$ cat src/rtl/glf_pkg.sv
package glf_pkg;
    localparam int SEL_W  = 4;
    localparam int CNT_W  = 5;
    localparam int SYNC_N = 2;

    typedef enum logic {
        TICK_SYSCLK = 1'b0,
        TICK_EXT    = 1'b1
    } tick_src_e;

    typedef struct packed {
        logic             lvl;
        logic [CNT_W-1:0] cnt;
    } filt_state_t;

    // Highest set select bit i gives a window of 2^(i+1) ticks; returns
    // the last count value before acceptance (window minus one).
    function automatic logic [CNT_W-1:0] limit_of(input logic [SEL_W-1:0] sel);
        logic [CNT_W-1:0] lim;
        lim = '0;
        for (int i = 0; i < SEL_W; i++) begin
            if (sel[i]) lim = CNT_W'((1 << (i + 1)) - 1);
        end
        return lim;
    endfunction
endpackage

$ cat src/rtl/glf_sync.sv
module glf_sync #(
    parameter int STAGES = glf_pkg::SYNC_N
) (
    input  logic clk,
    input  logic rst,
    input  logic d_in,
    output logic q_out
);
    logic [STAGES-1:0] chain_q;

    generate
        for (genvar g = 0; g < STAGES; g++) begin : g_stage
            always_ff @(posedge clk) begin
                if (rst) chain_q[g] <= 1'b0;
                else if (g == 0) chain_q[g] <= d_in;
                else chain_q[g] <= chain_q[(g == 0) ? 0 : g-1];
            end
        end
    endgenerate

    assign q_out = chain_q[STAGES-1];
endmodule

$ cat src/rtl/glf_tick_gen.sv
module glf_tick_gen
    import glf_pkg::*;
(
    input  tick_src_e src,
    input  logic      ext_tick,
    output logic      tick_en
);
    always_comb begin
        unique case (src)
            TICK_SYSCLK: tick_en = 1'b1;
            TICK_EXT:    tick_en = ext_tick;
            default:     tick_en = 1'b0;
        endcase
    end
endmodule

$ cat src/rtl/glf_core.sv
module glf_core
    import glf_pkg::*;
(
    input  logic             clk,
    input  logic             rst,
    input  logic             sync_lvl,
    input  logic             tick_en,
    input  logic             bypass,
    input  logic [CNT_W-1:0] limit,
    output logic             lvl_out
);
    filt_state_t st_q, st_d;

    always_comb begin
        st_d = st_q;
        if (bypass) begin
            st_d.lvl = sync_lvl;
            st_d.cnt = '0;
        end else if (sync_lvl == st_q.lvl) begin
            st_d.cnt = '0;
        end else if (tick_en) begin
            if (st_q.cnt >= limit) begin
                st_d.lvl = sync_lvl;
                st_d.cnt = '0;
            end else begin
                st_d.cnt = st_q.cnt + 1'b1;
            end
        end
    end

    always_ff @(posedge clk) begin
        if (rst) st_q <= '0;
        else     st_q <= st_d;
    end

    assign lvl_out = st_q.lvl;

    // Filtered level holds when filtering and no tick arrives.
    p_hold_no_tick_r7: assert property (@(posedge clk) disable iff (rst)
        (!bypass && !tick_en) |=> $stable(st_q.lvl));

    // A reversal to the accepted level clears the count.
    p_clear_on_match_r5: assert property (@(posedge clk) disable iff (rst)
        (sync_lvl == st_q.lvl) |=> (st_q.cnt == '0));

    // The output only ever takes the synchronized level.
    p_out_from_sync_r6: assert property (@(posedge clk) disable iff (rst)
        !$stable(st_q.lvl) |-> (st_q.lvl == $past(sync_lvl)));

    // Bypass copies the synchronized level in one cycle.
    p_bypass_copy_r2: assert property (@(posedge clk) disable iff (rst)
        bypass |=> (st_q.lvl == $past(sync_lvl)));

    // The counter never runs past the largest window.
    p_no_overflow_r9: assert property (@(posedge clk) disable iff (rst)
        (st_q.cnt <= CNT_W'(15)));
endmodule

$ cat src/rtl/glf_top.sv
module glf_top
    import glf_pkg::*;
(
    input  logic             clk,
    input  logic             rst,
    input  logic             raw_in,
    input  logic [SEL_W-1:0] width_sel,
    input  logic             clk_sel,
    input  logic             tick_in,
    output logic             filt_out
);
    logic             sync_lvl;
    logic             tick_en;
    logic [CNT_W-1:0] limit;
    logic             bypass;
    tick_src_e        src;

    assign src    = tick_src_e'(clk_sel);
    assign bypass = (width_sel == '0);
    assign limit  = limit_of(width_sel);

    glf_sync #(.STAGES(SYNC_N)) u_sync (
        .clk   (clk),
        .rst   (rst),
        .d_in  (raw_in),
        .q_out (sync_lvl)
    );

    glf_tick_gen u_tick (
        .src      (src),
        .ext_tick (tick_in),
        .tick_en  (tick_en)
    );

    glf_core u_core (
        .clk      (clk),
        .rst      (rst),
        .sync_lvl (sync_lvl),
        .tick_en  (tick_en),
        .bypass   (bypass),
        .limit    (limit),
        .lvl_out  (filt_out)
    );

    p_reset_low_r1: assert property (@(posedge clk)
        rst |=> !filt_out);
endmodule

$ cat config.mk
export PLATFORM = sky130hd
export DESIGN_NAME = glf_top
export DESIGN_NICKNAME = d
export VERILOG_FILES = /design/src/rtl/glf_pkg.sv /design/src/rtl/glf_sync.sv /design/src/rtl/glf_tick_gen.sv /design/src/rtl/glf_core.sv /design/src/rtl/glf_top.sv
export SDC_FILE = /design/constraint.sdc
export NUM_CORES = 1
export LEC_CHECK = 0
export ABC_CLOCK_PERIOD_IN_PS = 2100
export CAP_MARGIN = 0
export CORE_AREA = 2 2 39 41
export DETAILED_ROUTE_END_ITERATION = 10
export DIE_AREA = 0 0 41 43
export DONT_BUFFER_PORTS = 1
export GPL_TIMING_DRIVEN = 0
export PLACE_DENSITY = 0.61
export RECOVER_POWER = 100
export SLEW_MARGIN = 25
export SYNTH_ARGS = -nofsm -noshare
export SYNTH_HDL_FRONTEND = slang
export SYNTH_SLANG_ARGS = --single-unit
$ cat constraint.sdc
create_clock -name clk -period 2.1 [get_ports clk]
set_input_delay 0.21 -clock clk [delete_from_list [all_inputs] [get_ports clk]]
set_output_delay 0.21 -clock clk [all_outputs]
set_load 0.005 [all_outputs]
==> reports/qor.txt <==
==================================================================================
Run status .......................................................... finished, final reports clean
Antenna violations before repair ....................................            0
Minimum setup slack among reg-to-reg paths ..........................      0.42 ns
Power Total .........................................................  0.0002914 W
Cell area after placement ...........................................  515.5 sq um
Post-CTS setup buffer count .........................................            0
Unrepaired setup endpoints after global routing .....................        false
Total leakage power .................................................    0.2088 nW
Max Slew Vio Count ..................................................            0
Critical path capture point type ....................................     register
Cells after Synth ...................................................           54
Post-Syn Area .......................................................  495.5 sq um
Kind of start point of the critical path ............................    input pin
Wire length of the first global-routing pass ........................      1442 um
Slew margin rel. ....................................................       61.60%
Chip width ..........................................................        41 um
Timing-limited maximum frequency ....................................    543.6 MHz
Number of detailed-routing iterations run before antenna repair .....            1
FF+latch area .......................................................  160.2 sq um
Post-synthesis cell type with the largest combined area .............      dfxtp_1
Total number of placement rows ......................................           14
Period Utilization, post-route ......................................       87.59%
Number of antenna cells inserted ....................................            0
Actual slew at the worst max-slew pin ...............................    0.5707 ns
Area of the multi-input gates .......................................  324.1 sq um
Quantity of I/O buffers inserted on ports ...........................            0
Final net count .....................................................           73
Required time at the endpoint of the critical path ..................      2.27 ns
Register area share after synthesis .................................       32.32%
Count of cell types in the netlist ..................................           25
Number of vias per cell after detailed routing ......................        4.973
Cell types with the largest area share after synthesis .............. dfxtp_1 (32%), ha_1 (13%), a2111oi_4 (5.6%)
I/O pin count .......................................................           10
Die Area ............................................................   1763 sq um
Busiest grt layer ...................................................         met2
Share of the synthesized area in the top cell type ..................       32.32%
Max-capacitance violation count .....................................            0
Via count of the first global-routing pass ..........................          385
Clock root buffer ...................................................     clkbuf_4
Grt met2 use ........................................................       16.56%
Peak fanout along the critical path .................................            4
Clock Latency Late Sink .............................................      0.25 ns
Ys Warns ............................................................            0
Slowest cell on crit path ...........................................       nor4_1
Final estimated routing congestion in global placement ..............       0.6907
Final-report hold violation count ...................................            0
Fin crit period .....................................................     1.839 ns
Placed wire-length estimate after detailed placement ................     681.1 um
Area overhead of the layout relative to synthesis ...................       8.586%
Total nets after synthesis ..........................................           68
First DRT Iteration DRCs ............................................            0
Per-cell routed wire length .........................................     11.16 um
Clock-pin slew on the worst setup and hold paths ....................      0.05 ns
Family of cells with the greatest summed delay on the critical path . simple AND/OR/NAND/NOR gates
Number of buffers on the longest clock path .........................            2
Antenna-violating nets left .........................................            0
Register bit total from synthesis ...................................            8
Largest net degree at the start of global routing ...................            8
Final non-filler cell area ..........................................  538.0 sq um
Type of the most critical hold path .................................    in -> reg
Average footprint of a synthesized cell .............................  9.175 sq um
Setup TNS ...........................................................         0 ns
Worst setup path class ..............................................    in -> reg
Final setup fails ...................................................            0
Effective utilization at floorplan ..................................       35.80%
Post-CTS sizing .....................................................            0
Number of clock sinks seen by CTS ...................................            8
Count of fill cells added during filler insertion ...................          148
Power density over cell area ........................................ 541.6 nW/um^2
Detailed-route via count ............................................          363
Setup clock skew after layout .......................................  0.004943 ns
Core region area ....................................................   1384 sq um
Level count of the clock H-tree .....................................            1
Number of DRC violations after detailed routing .....................            0
Y dimension of the die ..............................................        43 um
Max rail drop VDD ...................................................    0.2387 mV
Critical Path, Cell by Cell ......................................... nor4_1 > inv_1 > ha_1 > nand2b_1 > a2111oi_4 > o211ai_1 > a21boi_0
Clock tree from TritonCTS ...........................................          yes
CTS Buf Count .......................................................            3
Share of cells above drive strength 1 ...............................       14.04%
Biggest cell delay along the critical path ..........................      0.52 ns
Met1 demand-to-capacity share in global routing .....................       15.96%
Hold_buf cts ........................................................            0
Total track usage ...................................................       12.70%
Arrival @ worst endpoint ............................................      2.00 ns
Total Wirelength ....................................................       815 um
Met3 Track Usage GR .................................................       4.712%
Sum of overflow across all layers after global routing ..............            0
Buffers and inverters on the worst path .............................            1
==================================================================================
-- cells in the final DEF (no fill, tap or decap), types with 2 or more instances in the layout --
| cell | n |
|---|---|
| nor2_1 | 5 |
| ha_1 | 5 |
| nor2b_1 | 3 |
| inv_1 | 3 |
| nand2b_1 | 3 |
| nand2_1 | 5 |
| dfxtp_1 | 8 |
| nor3_1 | 2 |
| xor2_1 | 3 |
| clkbuf_4 | 3 |
| nand4_1 | 2 |
-- worst reg2reg max path: stages (launching register included) --
cell and delay, ns:
dfxtp_1 0.37, inv_1 0.07, ha_1 0.28, nand2b_1 0.20, a2111oi_4 0.41, o211ai_1 0.12
a21boi_0 0.16
-- cell usage after synthesis --
cell type  instances
o211ai_1           1
nor2_1             5
nand2b_1           3
a21o_1             1
inv_1              3
or2_4              1
xnor2_1            1
nor3_1             2
dfxtp_1            8
nand4_1            2
nand2_1            5
ha_1               5
o21ai_0            1
a21boi_1           1
mux2i_1            1
a2111oi_4          1
o21a_1             1
o31ai_2            1
xor2_1             3
a21oi_2            1
a21oi_1            1
a31oi_1            1
nor2b_1            3
nor4_1             1
nand2b_2           1
-- cell type report --
class / count / share of cell area (%)
Multi-Input combinational cell: 43 / 60.23
Sequential cell: 8 / 29.77
Tap cell: 16 / 3.721
Clock buffer: 3 / 4.186
Inverter: 3 / 2.093
-- worst paths after layout --
path                                         from              to  depth (start not counted)
worst max register to register     u_core.st_q[0]  u_core.st_q[0]                          6
worst min-delay path                          rst    u_sync.q_out                          1
worst min register to register  u_sync.chain_q[0]    u_sync.q_out                          1
worst max-delay path                 width_sel[3]  u_core.st_q[0]                          7
-- stage by stage --
stage          instances  hold WS, ns  utilization [%]  worst slack, ns
4_1_cts               73      0.02132            38.88           0.2542
3_5_place_dp          70       0.2846            37.25         0.001180
2_1_floorplan         54       0.2816                -           0.3195
3_3_place_gp          70       0.2829            37.25          0.05953
6_report              73      0.03022            38.88           0.2605
5_1_grt               73      0.01383            38.88          0.05778
-- kinds of logic (layout without fill, tap and decap cells) --
logic type | Yosys count | after routing | synth area share [%]
muxes | 1 | 1 | 2.020
AOI/OAI and AO/OA | 10 | 10 | 19.19
xor gates and xnor gates | 4 | 4 | 7.072
adders and majority gates | 5 | 5 | 12.63
DFF | 8 | 8 | 32.32
and+or+nand+nor | 23 | 23 | 24.50
buffers and inverters | 3 | 6 | 2.273
-- sequential cells by signal, summed over array words and instances, names as in the netlist --
signal	count
u_core.lvl_out	1
u_sync.chain_q	1
u_sync.q_out	1
u_core.st_q	5
-- power by group --
part	switching [W]	internal [W]
combinational	0.0000129	0.0000108
sequential	0.00000133	0.000155
clock	0.0000468	0.0000650
total	0.0000610	0.000230
-- layer usage --
metal / routed length, um / share of wire (%)
met5: 0 / 0
met4: 0 / 0
met3: 30 / 3.7
met2: 391 / 48
met1: 393 / 48
Power figures use the tool's default switching activity.
